**src/rtl/can_bt_pkg.sv**
```systemverilog
package can_bt_pkg;
  localparam int BRP_W = 6;
  localparam int SJW_W = 2;
  localparam int TS1_W = 4;
  localparam int TS2_W = 3;
  localparam int CFG_W = BRP_W + SJW_W;
  localparam int POS_W = $clog2((1 << TS1_W) + (1 << SJW_W) + (1 << TS2_W) + 1);

  typedef struct packed {
    logic [BRP_W-1:0] brp;
    logic [SJW_W-1:0] sjw;
    logic [TS1_W-1:0] ts1;
    logic [TS2_W-1:0] ts2;
    logic             triple;
  } bt_cfg_t;

  localparam bt_cfg_t CFG_RST = '{brp: '0, sjw: '0, ts1: TS1_W'(3), ts2: TS2_W'(2), triple: 1'b0};
endpackage

```
**src/rtl/can_bt_cfg.sv**
```systemverilog
module can_bt_cfg import can_bt_pkg::*; (
  input  logic             clk_i,
  input  logic             rst_ni,
  input  logic             cfg_wr_i,
  input  logic             cfg_sel_i,
  input  logic [CFG_W-1:0] cfg_wdata_i,
  input  logic             swinit_wr_i,
  input  logic             swinit_wdata_i,
  input  logic             bus_off_i,
  output logic             swinit_o,
  output logic             guard_o,
  output logic             load_o,
  output bt_cfg_t          act_o
);
  bt_cfg_t shd_q, act_q;
  logic    sw_q, wr_ok;

  always_comb begin
    guard_o = sw_q & (shd_q.ts1 == '0) & (shd_q.ts2 == '0);
    wr_ok   = cfg_wr_i & sw_q & ~bus_off_i;
    load_o  = sw_q & ~guard_o & swinit_wr_i & ~swinit_wdata_i;
  end

  always_ff @(posedge clk_i or negedge rst_ni) begin
    if (!rst_ni) begin
      sw_q  <= 1'b1;
      shd_q <= CFG_RST;
      act_q <= CFG_RST;
    end else begin
      if (guard_o)          sw_q <= 1'b0;
      else if (swinit_wr_i) sw_q <= swinit_wdata_i;
      if (load_o) act_q <= shd_q;
      if (wr_ok) begin
        if (!cfg_sel_i) {shd_q.sjw, shd_q.brp} <= cfg_wdata_i;
        else {shd_q.triple, shd_q.ts2, shd_q.ts1} <= cfg_wdata_i[TS1_W+TS2_W:0];
      end
    end
  end

  assign swinit_o = sw_q;
  assign act_o    = act_q;
endmodule

```
**src/rtl/can_bt_presc.sv**
```systemverilog
module can_bt_presc #(
  parameter int W = 6
) (
  input  logic         clk_i,
  input  logic         rst_ni,
  input  logic         restart_i,
  input  logic [W-1:0] div_i,
  output logic         tick_o
);
  logic [W-1:0] cnt_q;

  assign tick_o = (cnt_q == div_i);

  always_ff @(posedge clk_i or negedge rst_ni) begin
    if (!rst_ni)                   cnt_q <= '0;
    else if (restart_i || tick_o)  cnt_q <= '0;
    else                           cnt_q <= cnt_q + W'(1);
  end
endmodule

```
**src/rtl/can_bt_seq.sv**
```systemverilog
module can_bt_seq import can_bt_pkg::*; (
  input  logic             clk_i,
  input  logic             rst_ni,
  input  logic             restart_i,
  input  logic             tick_i,
  input  logic             rx_i,
  input  logic             idle_i,
  input  logic [TS1_W-1:0] ts1_i,
  input  logic [TS2_W-1:0] ts2_i,
  input  logic [SJW_W-1:0] sjw_i,
  input  logic             triple_i,
  output logic             sample_o,
  output logic             tx_point_o,
  output logic             rx_bit_o,
  output logic             hard_o,
  output logic [POS_W-1:0] pos_o
);
  typedef logic [POS_W-1:0] pos_t;

  pos_t t1_len, t2_len, sjw_len, t1_end, bit_end, remain, adj;
  pos_t pos_q, ext_q, shr_q;
  logic used_q, rx_bit_q;
  logic [1:0] hist_q;
  logic edge_s, late, early, quick_end, maj;

  always_comb begin
    t1_len    = (ts1_i == '0) ? pos_t'(2) : pos_t'(ts1_i) + pos_t'(1);
    t2_len    = (ts2_i == '0) ? pos_t'(2) : pos_t'(ts2_i) + pos_t'(1);
    sjw_len   = pos_t'(sjw_i) + pos_t'(1);
    t1_end    = t1_len + ext_q;
    bit_end   = t1_end + t2_len - shr_q;
    remain    = bit_end - pos_q;
    adj       = (pos_q < sjw_len) ? pos_q : sjw_len;
    edge_s    = tick_i & hist_q[0] & ~rx_i;
    hard_o    = edge_s & idle_i;
    late      = edge_s & ~idle_i & ~used_q & (pos_q != '0) & (pos_q <= t1_end);
    early     = edge_s & ~idle_i & ~used_q & (pos_q > t1_end);
    quick_end = early & (remain <= sjw_len);
    sample_o  = tick_i & ~hard_o & ~late & (pos_q == t1_end);
    tx_point_o = tick_i & ~hard_o & (quick_end | (~early & (pos_q == bit_end)));
    maj       = (hist_q[1] & hist_q[0]) | (hist_q[1] & rx_i) | (hist_q[0] & rx_i);
  end

  always_ff @(posedge clk_i or negedge rst_ni) begin
    if (!rst_ni) begin
      pos_q    <= '0;
      ext_q    <= '0;
      shr_q    <= '0;
      used_q   <= 1'b0;
      hist_q   <= 2'b11;
      rx_bit_q <= 1'b1;
    end else begin
      if (tick_i)   hist_q   <= {hist_q[0], rx_i};
      if (sample_o) rx_bit_q <= triple_i ? maj : rx_i;
      if (restart_i) begin
        pos_q  <= '0;
        ext_q  <= '0;
        shr_q  <= '0;
        used_q <= 1'b0;
      end else if (tick_i) begin
        if (hard_o) begin
          pos_q  <= pos_t'(1);
          ext_q  <= '0;
          shr_q  <= '0;
          used_q <= 1'b1;
        end else if (tx_point_o) begin
          pos_q  <= '0;
          ext_q  <= '0;
          shr_q  <= '0;
          used_q <= 1'b0;
        end else begin
          pos_q <= pos_q + pos_t'(1);
          if (late) begin
            ext_q  <= ext_q + adj;
            used_q <= 1'b1;
          end
          if (early) begin
            shr_q  <= sjw_len;
            used_q <= 1'b1;
          end
        end
      end
    end
  end

  assign rx_bit_o = rx_bit_q;
  assign pos_o    = pos_q;
endmodule

```
**src/rtl/can_bt_timing.sv**
```systemverilog
module can_bt_timing import can_bt_pkg::*; (
  input  logic             clk_i,
  input  logic             rst_ni,
  input  logic             cfg_wr_i,
  input  logic             cfg_sel_i,
  input  logic [CFG_W-1:0] cfg_wdata_i,
  input  logic             swinit_wr_i,
  input  logic             swinit_wdata_i,
  input  logic             bus_off_i,
  input  logic             bus_idle_i,
  input  logic             rx_i,
  output logic             swinit_o,
  output logic             tq_tick_o,
  output logic             sample_o,
  output logic             rx_bit_o,
  output logic             tx_point_o
);
  bt_cfg_t          act;
  logic             guard, load, hard;
  logic [POS_W-1:0] pos;

  can_bt_cfg i_cfg (
    .clk_i, .rst_ni, .cfg_wr_i, .cfg_sel_i, .cfg_wdata_i,
    .swinit_wr_i, .swinit_wdata_i, .bus_off_i,
    .swinit_o, .guard_o(guard), .load_o(load), .act_o(act)
  );

  can_bt_presc #(.W(BRP_W)) i_presc (
    .clk_i, .rst_ni, .restart_i(load), .div_i(act.brp), .tick_o(tq_tick_o)
  );

  can_bt_seq i_seq (
    .clk_i, .rst_ni, .restart_i(load), .tick_i(tq_tick_o), .rx_i, .idle_i(bus_idle_i),
    .ts1_i(act.ts1), .ts2_i(act.ts2), .sjw_i(act.sjw), .triple_i(act.triple),
    .sample_o, .tx_point_o, .rx_bit_o, .hard_o(hard), .pos_o(pos)
  );
endmodule

```
**config.mk**
```make
export PLATFORM = sky130hd
export DESIGN_NAME = can_bt_timing
export DESIGN_NICKNAME = d
export VERILOG_FILES = /design/src/rtl/can_bt_pkg.sv /design/src/rtl/can_bt_cfg.sv /design/src/rtl/can_bt_presc.sv /design/src/rtl/can_bt_seq.sv /design/src/rtl/can_bt_timing.sv
export SDC_FILE = /design/constraint.sdc
export NUM_CORES = 1
export LEC_CHECK = 0
export CAP_MARGIN = 25
export CORE_UTILIZATION = 40
export CTS_CLUSTER_DIAMETER = 60
export DETAILED_ROUTE_END_ITERATION = 7
export SLEW_MARGIN = 20
export SYNTH_ARGS = -nofsm -noshare
export SYNTH_HDL_FRONTEND = slang
export SYNTH_HIERARCHICAL = 1
export SYNTH_SLANG_ARGS = --single-unit
export TNS_END_PERCENT = 1
```
**constraint.sdc**
```tcl
create_clock -name clk_i -period 11 [get_ports clk_i]
set_input_delay 3.3 -clock clk_i [delete_from_list [all_inputs] [get_ports clk_i]]
set_output_delay 3.3 -clock clk_i [all_outputs]
set_load 0.01 [all_outputs]
```
==> run metrics <==
min cycle time layout=between 9 and 10 ns; core area=9240 µm²; part of the cycle the worst path needs=83.8%; fmax=108 MHz; initial core utilization=between 40% and 50%; xor/xnor share of the synthesized area=5.89%; num rows=35; cts hold-fix bufs=0; Post-Syn Area=3800 µm²; Netlist cell types=60; startpoint types=flip-flop; global-route wire length before repair=12500 µm; Syn-to-layout area delta=11.2%; post-synthesis mux area share=between 10% and 20%; NumNets Final=433; Final Worst Setup Slack=1.78 ns; dpl cells=approximately 500; residual DRC count=0; syn nets=408; share of cells above drive strength 1=20.5%; Setup Buffers After CTS=0; cts bufs inserted=5; CP max FO=11; Synth Register Bits=56; Top FF cell, synth=dfrtp_1; RSZ-0062 raised after global routing=false; Synth async-reset ratio=100%; Vias/cell=5.25; grt ovf=0; die height=approximately 100 µm; CTS max path bufs=2; Ys Warns=6; DR pass1 iterations=4; routability congestion estimate=0.863; Synth Area in Adders=15.0%; Final Slew Violations=0; simple-gate portion of the synthesized area=13.4%; ant diodes=0; Top Ports=22; drt total wl=7620 µm; Fillers=895; post-CTS resize count=0; Total Routing Usage GR=approximately 16%; largest net degree at the start of global routing=57; CTS Root Buffer Type=clkbuf_8; die area=between 9000 and 10000 µm²; Die W=99.5 µm; initial antenna violation count=0; Final Non-Filler Cells=504; antenna viol nets, final=0; Post-Synthesis Cells=349; clock sink total=between 50 and 60; Final setup viols=0; DRT iter0 DRCs=94; DR WL/cell=15.1 µm; most frequent cells in the layout=dfrtp_1, inv_1, ha_1; DR vias=2647; Max-Cap Viols=0; number of global-route vias before repair=2557; largest family of logic cells by synthesized area=adder cells; H-tree depth=2; Clock Latency Late Sink=0.30 ns; dpl hpwl=5890 µm; commonest non-fill, non-tap cell in the layout=dfrtp_1; Fin. Hold Viols=0; CTS clk-pin slew, worst paths=0.10 ns; Compound-Gate Fraction of Synth Area=between 10% and 20%; slew margin rel.=51.0%; Seq/Total Area, Yosys=37.2%; CP required=7.70 ns; WP data arrival=5.92 ns; setup TNS=0 ns; Place WS=1.82 ns; pin slew with the least headroom to its limit=0.735 ns; IO Port Bufs=21; endpoint type of the worst setup path=primary output; Setup Crit Path Kind=flip-flop to primary output; CTS tree=built; outcome=finished clean; Syn Area/Cell=10.9 µm²; clk_skew=0.0123 ns; HP Class=flip-flop to flip-flop; EDFF count, synth=0
[path summary, 6_finish.rpt]
| check | startpoint | to | slack, ns | cells after the start |
|---|---|---|---|---|
| worst max-delay path | i_cfg/act_o[4]$_DFFE_PN1P_ | tx_point_o | 1.78 | 19 |
| worst min-delay path | i_seq/hist_q[1]$_DFFE_PN1P_ | i_seq/hist_q[1]$_DFFE_PN1P_ | 0.51 | 2 |
| worst max register to register | i_cfg/act_o[4]$_DFFE_PN1P_ | i_seq/ext_q[4]$_DFFE_PN0P_ | 5.58 | 19 |
| worst min register to register | i_seq/hist_q[1]$_DFFE_PN1P_ | i_seq/hist_q[1]$_DFFE_PN1P_ | 0.51 | 2 |
| max in group asynchronous | rst_ni | i_presc/cnt_q[2]$_DFF_PN0_ | 7.39 | 2 |
| min in group asynchronous | rst_ni | i_cfg/shd_q[10]$_DFFE_PN0P_ | 3.12 | 2 |
[metal layers]
| metal | vias up | GRT usage, % | share of wire, % |
|---|---|---|---|
| met5 | - | 0 | 0 |
| met4 | 0 | 3.73 | 1.1 |
| met3 | 5 | 2.53 | 2.3 |
| met2 | 39 | 27.4 | 48 |
| met1 | 1316 | 21.8 | 49 |
| li1 | 1287 | - | - |
[worst max-delay path: stages (launching register included)]
cell and delay [ns]:
dfstp_2 0.58, inv_1 0.05, ha_1 0.18, nand2b_1 0.10
nor2_1 0.06, or2_2 0.30, fa_1 0.52, fa_1 0.57
inv_1 0.07, fa_1 0.53, fa_1 0.53, inv_1 0.04
ha_1 0.29, nor2b_1 0.13, o21ai_0 0.14, a32oi_1 0.10
nor4_1 0.31, mux2i_2 0.26, a21oi_1 0.28, clkdlybuf4s50_1 0.59
[Yosys cell counts (all sizes together), types with 2 or more instances]
library cell  instances  area [µm²]
nand2b                2        12.5
a31oi                 3        18.8
nor3                 11        60.1
ha                   36         450
nor2                 17        63.8
nor2b                 2        12.5
buf                   3        30.0
fa                    6         120
o41ai                 2        32.5
nand3b                2        15.0
mux2i                 4        43.8
nor4                  5        67.6
mux2                 34         417
nand2                15        56.3
xnor2                 8        77.6
nand4                 5        31.3
and2                  2        12.5
or2                   3        18.8
a211oi                8        82.6
a21oi                22         118
inv                  36         135
nor4b                 2        23.8
dfstp                10         263
a21o                  9        68.8
dfrtp                46        1150
nand3                17         103
xor2                 14         123
o21ai                 8        40.0
[area by class of cell]
class / instances / area [µm²] / area share, %
clock buffers: 6 / 72.6 / 1.72
flip-flops and latches: 56 / 1410 / 33.5
clock inverters: 2 / 16.3 / 0.385
well taps: 129 / 161 / 3.82
inverters: 36 / 135 / 3.20
repair buffers: 23 / 220 / 5.21
multi-input cells: 252 / 2210 / 52.2
[stage by stage]
stage	utilization, %	instance area (µm²)	hold slack [ns]
finish	45.7	4230	0.508
global route	45.7	4230	0.535
CTS	45.7	4230	0.509
detailed placement	44.8	4140	0.485
global placement	44.8	4140	0.474
floorplan	-	3800	0.448
[kinds of logic (layout without fill, tap and decap cells)]
group	after synthesis	count (layout)
other cells	1	1
fa+ha+maj	42	42
mux	38	38
compound gates	61	61
simple gates	87	87
buf+inv	41	67
flops	56	56
xor+xnor	23	23
[sequential cells by signal, indices dropped and copies added (netlist names)]
signal	count
i_cfg/act_o	16
i_cfg/shd_q	16
i_cfg/swinit_o	1
i_presc/cnt_q	6
i_seq/ext_q	5
i_seq/hist_q	2
i_seq/pos_o	5
i_seq/rx_bit_o	1
i_seq/shr_q	3
i_seq/used_q	1
Power is left out: the tool's default activity adds up to more than one toggle a clock period on the data nets, which glitch-free logic cannot reach.
